==> src/rtl/cbo_pkg.sv <==
package cbo_pkg;
    localparam int EN_W  = 3;
    localparam int EXC_W = 5;

    typedef enum logic [1:0] {
        OP_ZERO  = 2'd0,
        OP_CLEAN = 2'd1,
        OP_FLUSH = 2'd2,
        OP_INVAL = 2'd3
    } cbo_op_e;

    localparam logic [1:0] PRIV_U = 2'd0;
    localparam logic [1:0] PRIV_M = 2'd3;

    localparam logic [EXC_W-1:0] EXC_NONE     = 5'd0;
    localparam logic [EXC_W-1:0] EXC_ILLEGAL  = 5'd2;
    localparam logic [EXC_W-1:0] EXC_ST_PAGE  = 5'd15;
    localparam logic [EXC_W-1:0] EXC_VIRT_INS = 5'd22;
    localparam logic [EXC_W-1:0] EXC_ST_GUEST = 5'd23;

    typedef enum logic [1:0] {
        ST_IDLE,
        ST_ISSUE,
        ST_WAIT,
        ST_DONE
    } chk_state_e;
endpackage

==> src/rtl/cbo_enable_gate.sv <==
module cbo_enable_gate
    import cbo_pkg::*;
(
    input  cbo_op_e               op,
    input  logic [1:0]            priv,
    input  logic                  virt,
    input  logic [EN_W-1:0]       m_en,
    input  logic [EN_W-1:0]       h_en,
    input  logic [EN_W-1:0]       s_en,
    output logic                  fail,
    output logic [EXC_W-1:0]      exc
);
    logic [EN_W-1:0] sel;
    logic m_bit, h_bit, s_bit;
    logic below_m, is_user;
    logic m_fail, v_fail, s_fail;

    // one-hot selection of the enable bit that governs this operation
    always_comb begin
        sel = '0;
        unique case (op)
            OP_ZERO:  sel[0] = 1'b1;
            OP_INVAL: sel[2] = 1'b1;
            default:  sel[1] = 1'b1;
        endcase
    end

    assign m_bit   = |(m_en & sel);
    assign h_bit   = |(h_en & sel);
    assign s_bit   = |(s_en & sel);
    assign below_m = (priv != PRIV_M);
    assign is_user = (priv == PRIV_U);

    assign m_fail = below_m && !m_bit;
    assign v_fail = virt && ((below_m && !h_bit) || (is_user && !s_bit));
    assign s_fail = is_user && !s_bit;

    // priority: machine gate, then virtualized gate, then supervisor gate
    always_comb begin
        fail = 1'b1;
        if (m_fail)      exc = EXC_ILLEGAL;
        else if (v_fail) exc = EXC_VIRT_INS;
        else if (s_fail) exc = EXC_ILLEGAL;
        else begin
            fail = 1'b0;
            exc  = EXC_NONE;
        end
    end
endmodule

==> src/rtl/cbo_block_align.sv <==
module cbo_block_align #(
    parameter int AW        = 32,
    parameter int BLK_BYTES = 64
) (
    input  logic [AW-1:0] addr_i,
    output logic [AW-1:0] addr_o
);
    localparam logic [AW-1:0] OFF_MASK = AW'(BLK_BYTES - 1);

    initial begin
        if ((BLK_BYTES & (BLK_BYTES - 1)) != 0)
            $error("block size must be a power of two");
    end

    assign addr_o = addr_i & ~OFF_MASK;
endmodule

==> src/rtl/cbo_perm_check.sv <==
module cbo_perm_check
    import cbo_pkg::*;
#(
    parameter int AW        = 32,
    parameter int BLK_BYTES = 64
) (
    input  logic                 clk,
    input  logic                 rst_n,
    input  logic                 req_valid,
    output logic                 req_ready,
    input  logic [1:0]           req_op,
    input  logic [1:0]           req_priv,
    input  logic                 req_virt,
    input  logic [AW-1:0]        req_addr,
    input  logic [EN_W-1:0]      m_en,
    input  logic [EN_W-1:0]      h_en,
    input  logic [EN_W-1:0]      s_en,
    output logic                 prb_valid,
    input  logic                 prb_ready,
    output logic                 prb_store,
    output logic [AW-1:0]        prb_addr,
    input  logic                 rsp_valid,
    input  logic                 rsp_ok,
    output logic                 res_valid,
    output logic                 res_allow,
    output logic [EXC_W-1:0]     res_exc,
    output logic [AW-1:0]        res_addr
);
    typedef struct packed {
        chk_state_e         state;
        logic               virt;
        logic               store_phase;
        logic [AW-1:0]      addr;
        logic               allow;
        logic [EXC_W-1:0]   exc;
    } ctx_t;

    ctx_t ctx_d, ctx_q;

    logic             gate_fail;
    logic [EXC_W-1:0] gate_exc;
    logic [AW-1:0]    aligned;

    cbo_enable_gate u_gate (
        .op   (cbo_op_e'(req_op)),
        .priv (req_priv),
        .virt (req_virt),
        .m_en (m_en),
        .h_en (h_en),
        .s_en (s_en),
        .fail (gate_fail),
        .exc  (gate_exc)
    );

    cbo_block_align #(.AW(AW), .BLK_BYTES(BLK_BYTES)) u_align (
        .addr_i (req_addr),
        .addr_o (aligned)
    );

    always_comb begin
        ctx_d = ctx_q;
        unique case (ctx_q.state)
            ST_IDLE: begin
                if (req_valid) begin
                    ctx_d.addr  = aligned;
                    ctx_d.virt  = req_virt;
                    ctx_d.allow = 1'b0;
                    if (gate_fail) begin
                        ctx_d.exc   = gate_exc;
                        ctx_d.state = ST_DONE;
                    end else begin
                        ctx_d.exc         = EXC_NONE;
                        ctx_d.store_phase = (cbo_op_e'(req_op) == OP_ZERO);
                        ctx_d.state       = ST_ISSUE;
                    end
                end
            end
            ST_ISSUE: begin
                if (prb_ready) ctx_d.state = ST_WAIT;
            end
            ST_WAIT: begin
                if (rsp_valid) begin
                    if (rsp_ok) begin
                        ctx_d.allow = 1'b1;
                        ctx_d.exc   = EXC_NONE;
                        ctx_d.state = ST_DONE;
                    end else if (!ctx_q.store_phase) begin
                        ctx_d.store_phase = 1'b1;
                        ctx_d.state       = ST_ISSUE;
                    end else begin
                        ctx_d.allow = 1'b0;
                        ctx_d.exc   = ctx_q.virt ? EXC_ST_GUEST : EXC_ST_PAGE;
                        ctx_d.state = ST_DONE;
                    end
                end
            end
            default: ctx_d.state = ST_IDLE;
        endcase
    end

    always_ff @(posedge clk or negedge rst_n) begin
        if (!rst_n) begin
            ctx_q <= '{state: ST_IDLE, virt: 1'b0, store_phase: 1'b0,
                       addr: '0, allow: 1'b0, exc: EXC_NONE};
        end else begin
            ctx_q <= ctx_d;
        end
    end

    assign req_ready = (ctx_q.state == ST_IDLE);
    assign prb_valid = (ctx_q.state == ST_ISSUE);
    assign prb_store = ctx_q.store_phase;
    assign prb_addr  = ctx_q.addr;
    assign res_valid = (ctx_q.state == ST_DONE);
    assign res_allow = ctx_q.allow;
    assign res_exc   = ctx_q.exc;
    assign res_addr  = ctx_q.addr;
endmodule

==> config.mk <==
export PLATFORM = sky130hd
export DESIGN_NAME = cbo_perm_check
export DESIGN_NICKNAME = d
export VERILOG_FILES = /design/src/rtl/cbo_pkg.sv /design/src/rtl/cbo_enable_gate.sv /design/src/rtl/cbo_block_align.sv /design/src/rtl/cbo_perm_check.sv
export SDC_FILE = /design/constraint.sdc
export NUM_CORES = 1
export LEC_CHECK = 0
export BUFFER_PORTS_ARGS = -buffer_cell sky130_fd_sc_hd__buf_2
export CAP_MARGIN = 20
export CORE_MARGIN = 2
export CORE_UTILIZATION = 30
export DETAILED_ROUTE_END_ITERATION = 8
export PLACE_DENSITY = 0.52
export SYNTH_ARGS = -nofsm -noshare
export SYNTH_HDL_FRONTEND = slang
export SYNTH_HIERARCHICAL = 1
export SYNTH_SLANG_ARGS = --single-unit
==> constraint.sdc <==
create_clock -name clk -period 2.9 [get_ports clk]
set_input_delay 0.58 -clock clk [delete_from_list [all_inputs] [get_ports clk]]
set_output_delay 0.58 -clock clk [all_outputs]
set_load 0.01 [all_outputs]
---- Word level (Yosys, flattened, before mapping) ----
Index checks and enable logic that the tools add are counted.
Widths: inputs -> output; s select.
storage, ports and cells
  output and inout port bits .............. 74
  register bits after elaboration ......... 36
  bits of input ports ..................... 52
  logic and storage cells ................. 66
operators by class
  equality and inequality tests ........... 11
  muxes and demuxes ....................... 26
  bitwise logic cells ..................... 3
  reductions and logical operators ........ 20
operator list
  operator            count
  $mux 42             1
  $mux 5              4
  $mux 6              3
  $mux 2              6
  $pmux 6 s2          1
  $ne 2x2->1 const B  5
  $and 3x3->3         3
  $mux 1              9
  $reduce_or 3->1     3
  $eq 2x2->1 const B  3
  $logic_not 2->1     3
  $pmux 2 s3          1
  $reduce_and 5->1    1
  $logic_and 1x1->1   4
  $reduce_and 4->1    1
  $logic_not 1->1     3
  $ne 3x3->1 const B  1
  $reduce_and 3->1    1
  $eq 2x1->1 const B  1
  $ne 2x1->1 const B  1
  $pmux 1 s2          1
  $reduce_and 2->1    1
  $reduce_bool 2->1   1
  $reduce_or 2->1     1
  $logic_or 1x1->1    1

---- Depth between registers and ports, before layout ----
  depth in word-level cells ............... 14
  depth in mapped cells ................... 9
  gate-level depth less buffers ........... 8

---- By module ----
The synthesis kept the hierarchy.
by module, submodules not included
  module           area an instance (um^2)  seq. area each (um^2)  instances  cells each
  cbo_perm_check   2432.3                   1051.0                 1          193
  cbo_block_align  244.0                    0.0                    1          33
  cbo_enable_gate  153.9                    0.0                    1          21

---- Worst setup path after synthesis ----
Ideal clock, no wire load.
  path kind ............................... input port to flip-flop
  start point ............................. in req_op[0]
  end point ............................... reg ctx_q (netlist bit res_exc[4])
  buffers on the path ..................... 1
  path slack .............................. 0.813 ns
  required time ........................... 2.775 ns
  library setup time ...................... 0.125 ns
  cell stages on the path ................. 9
  arrival ................................. 1.962 ns
  cells stage by stage .................... inv_1 > ha_1 > a22oi_1 > nand2_1 > o211ai_1 > and2_1 > clkbuf_1 > a32o_1 > mux2_4
between the ends
  word-level cells in the longest chain between the ends .. 14
  elaborated cells on any way between the ends .. 28
  classes of those cells .................. eq/ne: 1; mux: 11; bitwise: 3; reduce/logical: 13
RTL lines
  what                                           line                                          source
  start, declared                                cbo_perm_check.sv:11                          input logic [1:0] req_op,
  $eq 2x2->1 or $logic_not 2->1 (tied branches)  cbo_enable_gate.sv:21                         unique case (op)
  $reduce_or 2->1 (no line)                      n/a
  $mux 1                                         cbo_enable_gate.sv:21
  $and 3x3->3, on equally long branches          cbo_enable_gate.sv:29, cbo_enable_gate.sv:30
  $reduce_or 3->1, on equally long branches      cbo_enable_gate.sv:29, cbo_enable_gate.sv:30
  $logic_not 1->1, on equally long branches      cbo_enable_gate.sv:35, cbo_enable_gate.sv:36
  $logic_and 1x1->1, on equally long branches    cbo_enable_gate.sv:35, cbo_enable_gate.sv:36
  $logic_or 1x1->1                               cbo_enable_gate.sv:35                         assign v_fail = virt && ((below_m && !h_bit) || (is_user && !s_bit));
  $logic_and 1x1->1                              cbo_enable_gate.sv:35
  $mux 1                                         cbo_enable_gate.sv:42                         else if (v_fail) exc = EXC_VIRT_INS;
  $mux 1 (*)                                     cbo_enable_gate.sv:41                         if (m_fail) exc = EXC_ILLEGAL;
  net gate_fail                                  cbo_perm_check.sv:40                          logic gate_fail;
  $mux 5 (*)                                     cbo_perm_check.sv:68                          if (gate_fail) begin
  $mux 42 (*)                                    cbo_perm_check.sv:64                          if (req_valid) begin
  $pmux 6 s2 (*)                                 cbo_perm_check.sv:62                          unique case (ctx_q.state)
  end signal, assigned                           cbo_perm_check.sv:103                         ctx_q <= '{state: ST_IDLE, virt: 1'b0, store_phase: 1'b0,
  end signal, assigned                           cbo_perm_check.sv:106                         ctx_q <= ctx_d;
  end, declared                                  cbo_perm_check.sv:38                          ctx_t ctx_d, ctx_q;
The timed path passes the listed nets; every way through them passes the cells marked *. The select of a mux whose other input is x is not followed.
A chain may end at the register's enable or synchronous reset.

---- Final worst setup path ----
Same ends and word-level chain as after synthesis.

==> parameters.txt <==
Parameter                              Value

Status
  Outcome    completed

Place
  Worst slack, placed    0.574 ns
  HPWL after DPL    slightly above 3000 um
  Last weighted congestion value of the routability-driven placer    about 0.75
  Count of buffers inserted at the top-level ports    between 100 and 150
  Dpl cells    around 370

Routing
  Via-per-instance ratio    ~4.0
  Number of violations reported at the end of detailed-routing iteration 0    13
  Drt first pass iters    4
  Total routed wirelength    4250 um
  Drt drc    0
  Average detailed-routed wire length per instance    around 11 um
  Via count    1520
  Final ANT Viol Nets    0

Synthesis
  Fraction of post-synthesis cell area in the top cell type by area    roughly 37%
  Number of distinct library cells after synthesis    32
  Mapped Cells    247
  Number of enable flip-flop cells after synthesis    0
  Largest cells by area after synthesis    sky130_fd_sc_hd__dfrtp_1 (37%), sky130_fd_sc_hd__buf_4 (28%), sky130_fd_sc_hd__mux2_4 (17%)
  Mean post-synth cell area    ~11 um^2
  Yosys warnings    6
  Cell type with the highest aggregate area in the netlist    sky130_fd_sc_hd__dfrtp_1
  Commonest cells in the synthesized netlist    sky130_fd_sc_hd__buf_4 (105), sky130_fd_sc_hd__dfrtp_1 (42), sky130_fd_sc_hd__mux2_4 (32)
  Netlist area before placement    about 2800 um^2
  Main flop type after synthesis    sky130_fd_sc_hd__dfrtp_1
  Post-synth ARST share    between 90% and 100%
  Register bit total from synthesis    42
  Dominant cell by count in the synthesized netlist    sky130_fd_sc_hd__buf_4
  Sequential-to-total area share from yosys stat    approximately 37%

Min path
  Hold Path Class    input port to asynchronous set/reset pin

Final layout
  Count of inserted antenna diode cells    0
  Count of non-filler cells in the finished layout    379
  Area added between synthesis and finish    -0.265%
  Share of final-layout standard cells stronger than drive strength 1    between 60 and 70%
  Nets    approximately 320
  Fill cells    952

CTS
  Number of buffers created by CTS    5
  TritonCTS sink count    42
  Root Driver    sky130_fd_sc_hd__clkbuf_8
  Clock edge transition at the registers on the reported setup and hold paths    approximately 0.080 ns
  Buffer count from post-CTS setup fixing    0
  Skew-Pair Late Insertion Delay    just under 0.3 ns
  H-tree depth reported by CTS    2
  CTS Hold Bufs    0
  Clock Tree Buf Depth    2
  TritonCTS clock tree    built
  Post-CTS sizing    0

Setup path
  RR Endpoint    prb_addr[0]
  Worst setup path category    input port to register
  Crit path capture type    register
  Worst EP required    around 3.1 ns
  Setup slack of the most critical reg-to-reg path    roughly 1.1 ns
  Setup crit start    req_op[0]
  Worst Setup Start Kind    input port
  Crit Path Max Fanout    6
  R2R Path Start    ctx_q[41]
  Arr. time, crit path    ~2.3 ns
  Critical path capture point    res_exc[4]
  Cells on worst reg2reg path    3

Global route
  Gr usage total    8.24%
  Maximum number of pins on one net before global-route repair    43
  Vias in the first global route    about 1400
  Number of antenna violations at the first check in global routing    0
  Grt ovf    0
  Global-route wire length before repair    approximately 6700 um

Die
  Io pins    ~130
  Placeable core region    approximately 9200 um^2
  Die Footprint    approximately 10000 um^2
  Horiz. Die Dim    between 100 and 150 um
  Starting density of the core    between 30 and 40%
  Vertical die dimension    around 100 um
  Standard-cell rows    35

STA
  Least setup slack across all paths after layout    approximately 0.88 ns
  Unrepaired setup endpoints after global routing    false
  Total setup violations reported at the end of the flow    0
  Min Tclk post-route    about 2 ns
  Transition at the pin with the smallest max-transition slack    between 0.9 and 1 ns
  Count of final max-slew check failures    0
  Normalized max-slew margin    36.6%
  Crit share post-route    a little over two thirds
  Skew final    0.00443 ns
  Timing-limited maximum frequency    0.494 GHz
  Hold Vio Cnt, Final    0
  Final setup TNS    0 ns

Power and ir drop
  Worst vdd ir    0.000477 V
  Ratio of total power to cell area    ~1100 nW/um^2
  Pleak    between 1 and 1.5 nW

Run
  # Max-Cap Violations    0
## stage by stage
stage | total power [mW] | instance area [um^2] | hold slack, ns | utilization [%]
CTS | 3.18 | 2820 | 0.460 | 30.7
finish | 3.12 | 2820 | 0.436 | 30.7
detailed placement | 2.70 | 2720 | 0.506 | 29.5
global placement | 2.69 | 2720 | 0.507 | 29.5
floorplan | 2.83 | 2850 | 0.284 | -
global route | 3.38 | 2820 | 0.500 | 30.7
## area by class of cell
class	count	area, um^2	area share, %
clock buffer	7	76.3	2.70
timing repair buffer	119	596	21.1
tap	111	139	4.92
inverter	10	37.5	1.33
sequential	42	1050	37.2
clock inverter	1	30.0	1.06
multi-input combinational	89	893	31.6
## critical path: stages
cell,delay (ns)
sky130_fd_sc_hd__buf_2,0.10
sky130_fd_sc_hd__inv_1,0.04
sky130_fd_sc_hd__ha_1,0.31
sky130_fd_sc_hd__a22oi_1,0.17
sky130_fd_sc_hd__nand2_1,0.12
sky130_fd_sc_hd__o211ai_1,0.29
sky130_fd_sc_hd__and2_1,0.31
sky130_fd_sc_hd__a32o_1,0.21
sky130_fd_sc_hd__mux2_4,0.14
## sequential cells by signal, indices dropped and copies added (netlist names)
register and flops:
prb_addr 32, ctx_q 3, res_exc 5, prb_store 1, res_allow 1
## worst min-delay path by stage
stage	startpoint	end	slack [ns]	cells after the start
after floorplan	rst_n	ctx_q[39]	0.28	0
after global placement	prb_addr[16]	prb_addr[16]	0.51	1
after detailed placement	prb_addr[29]	prb_addr[29]	0.51	1
after CTS	rst_n	prb_addr[20]	0.46	1
after global routing	req_addr[20]	prb_addr[20]	0.50	2
final	rst_n	prb_addr[20]	0.44	1
## routing by layer
metal / up-vias / global-route usage [%] / part of all wire (%)
li1: 738 / - / -
met1: 705 / 10.5 / 46
met2: 73 / 12.6 / 44
met3: 4 / 2.76 / 8.6
met4: 0 / 3.74 / 1.2
met5: - / 0 / 0
## cells in the final DEF (no fill, tap or decap), types with 2 or more instances in the layout
master	instances
sky130_fd_sc_hd__ha_1	2
sky130_fd_sc_hd__inv_1	10
sky130_fd_sc_hd__clkbuf_1	2
sky130_fd_sc_hd__nor2_1	3
sky130_fd_sc_hd__a31oi_1	4
sky130_fd_sc_hd__dfrtp_1	42
sky130_fd_sc_hd__and2_1	2
sky130_fd_sc_hd__nand2_1	6
sky130_fd_sc_hd__buf_2	119
sky130_fd_sc_hd__clkbuf_8	5
sky130_fd_sc_hd__a21oi_1	2
sky130_fd_sc_hd__mux2_4	32
sky130_fd_sc_hd__conb_1	8
sky130_fd_sc_hd__mux2_2	3
sky130_fd_sc_hd__mux2i_1	5
sky130_fd_sc_hd__nand2b_1	2
sky130_fd_sc_hd__a32o_1	2
sky130_fd_sc_hd__a22oi_1	5
## where the power goes
| part | internal, mW | switching (mW) |
|---|---|---|
| Combinational | 0.850 | 0.703 |
| Clock | 0.258 | 0.197 |
| Sequential | 0.880 | 0.231 |
## kinds of logic (layout without fill, tap and decap cells)
kind of cell / Yosys count / in the layout / synth area share [%]
adder cells (fa/ha/maj): 2 / 2 / 0.884
other: 2 / 8 / 0.265
AND/OR/NAND/NOR: 19 / 19 / 3.67
flip-flops: 42 / 42 / 37.1
AO/OA/AOI/OAI: 20 / 20 / 6.01
buffers and inverters: 122 / 137 / 32.1
multiplexers: 40 / 40 / 19.9
Note: power is estimated with default switching activity, not from simulation.
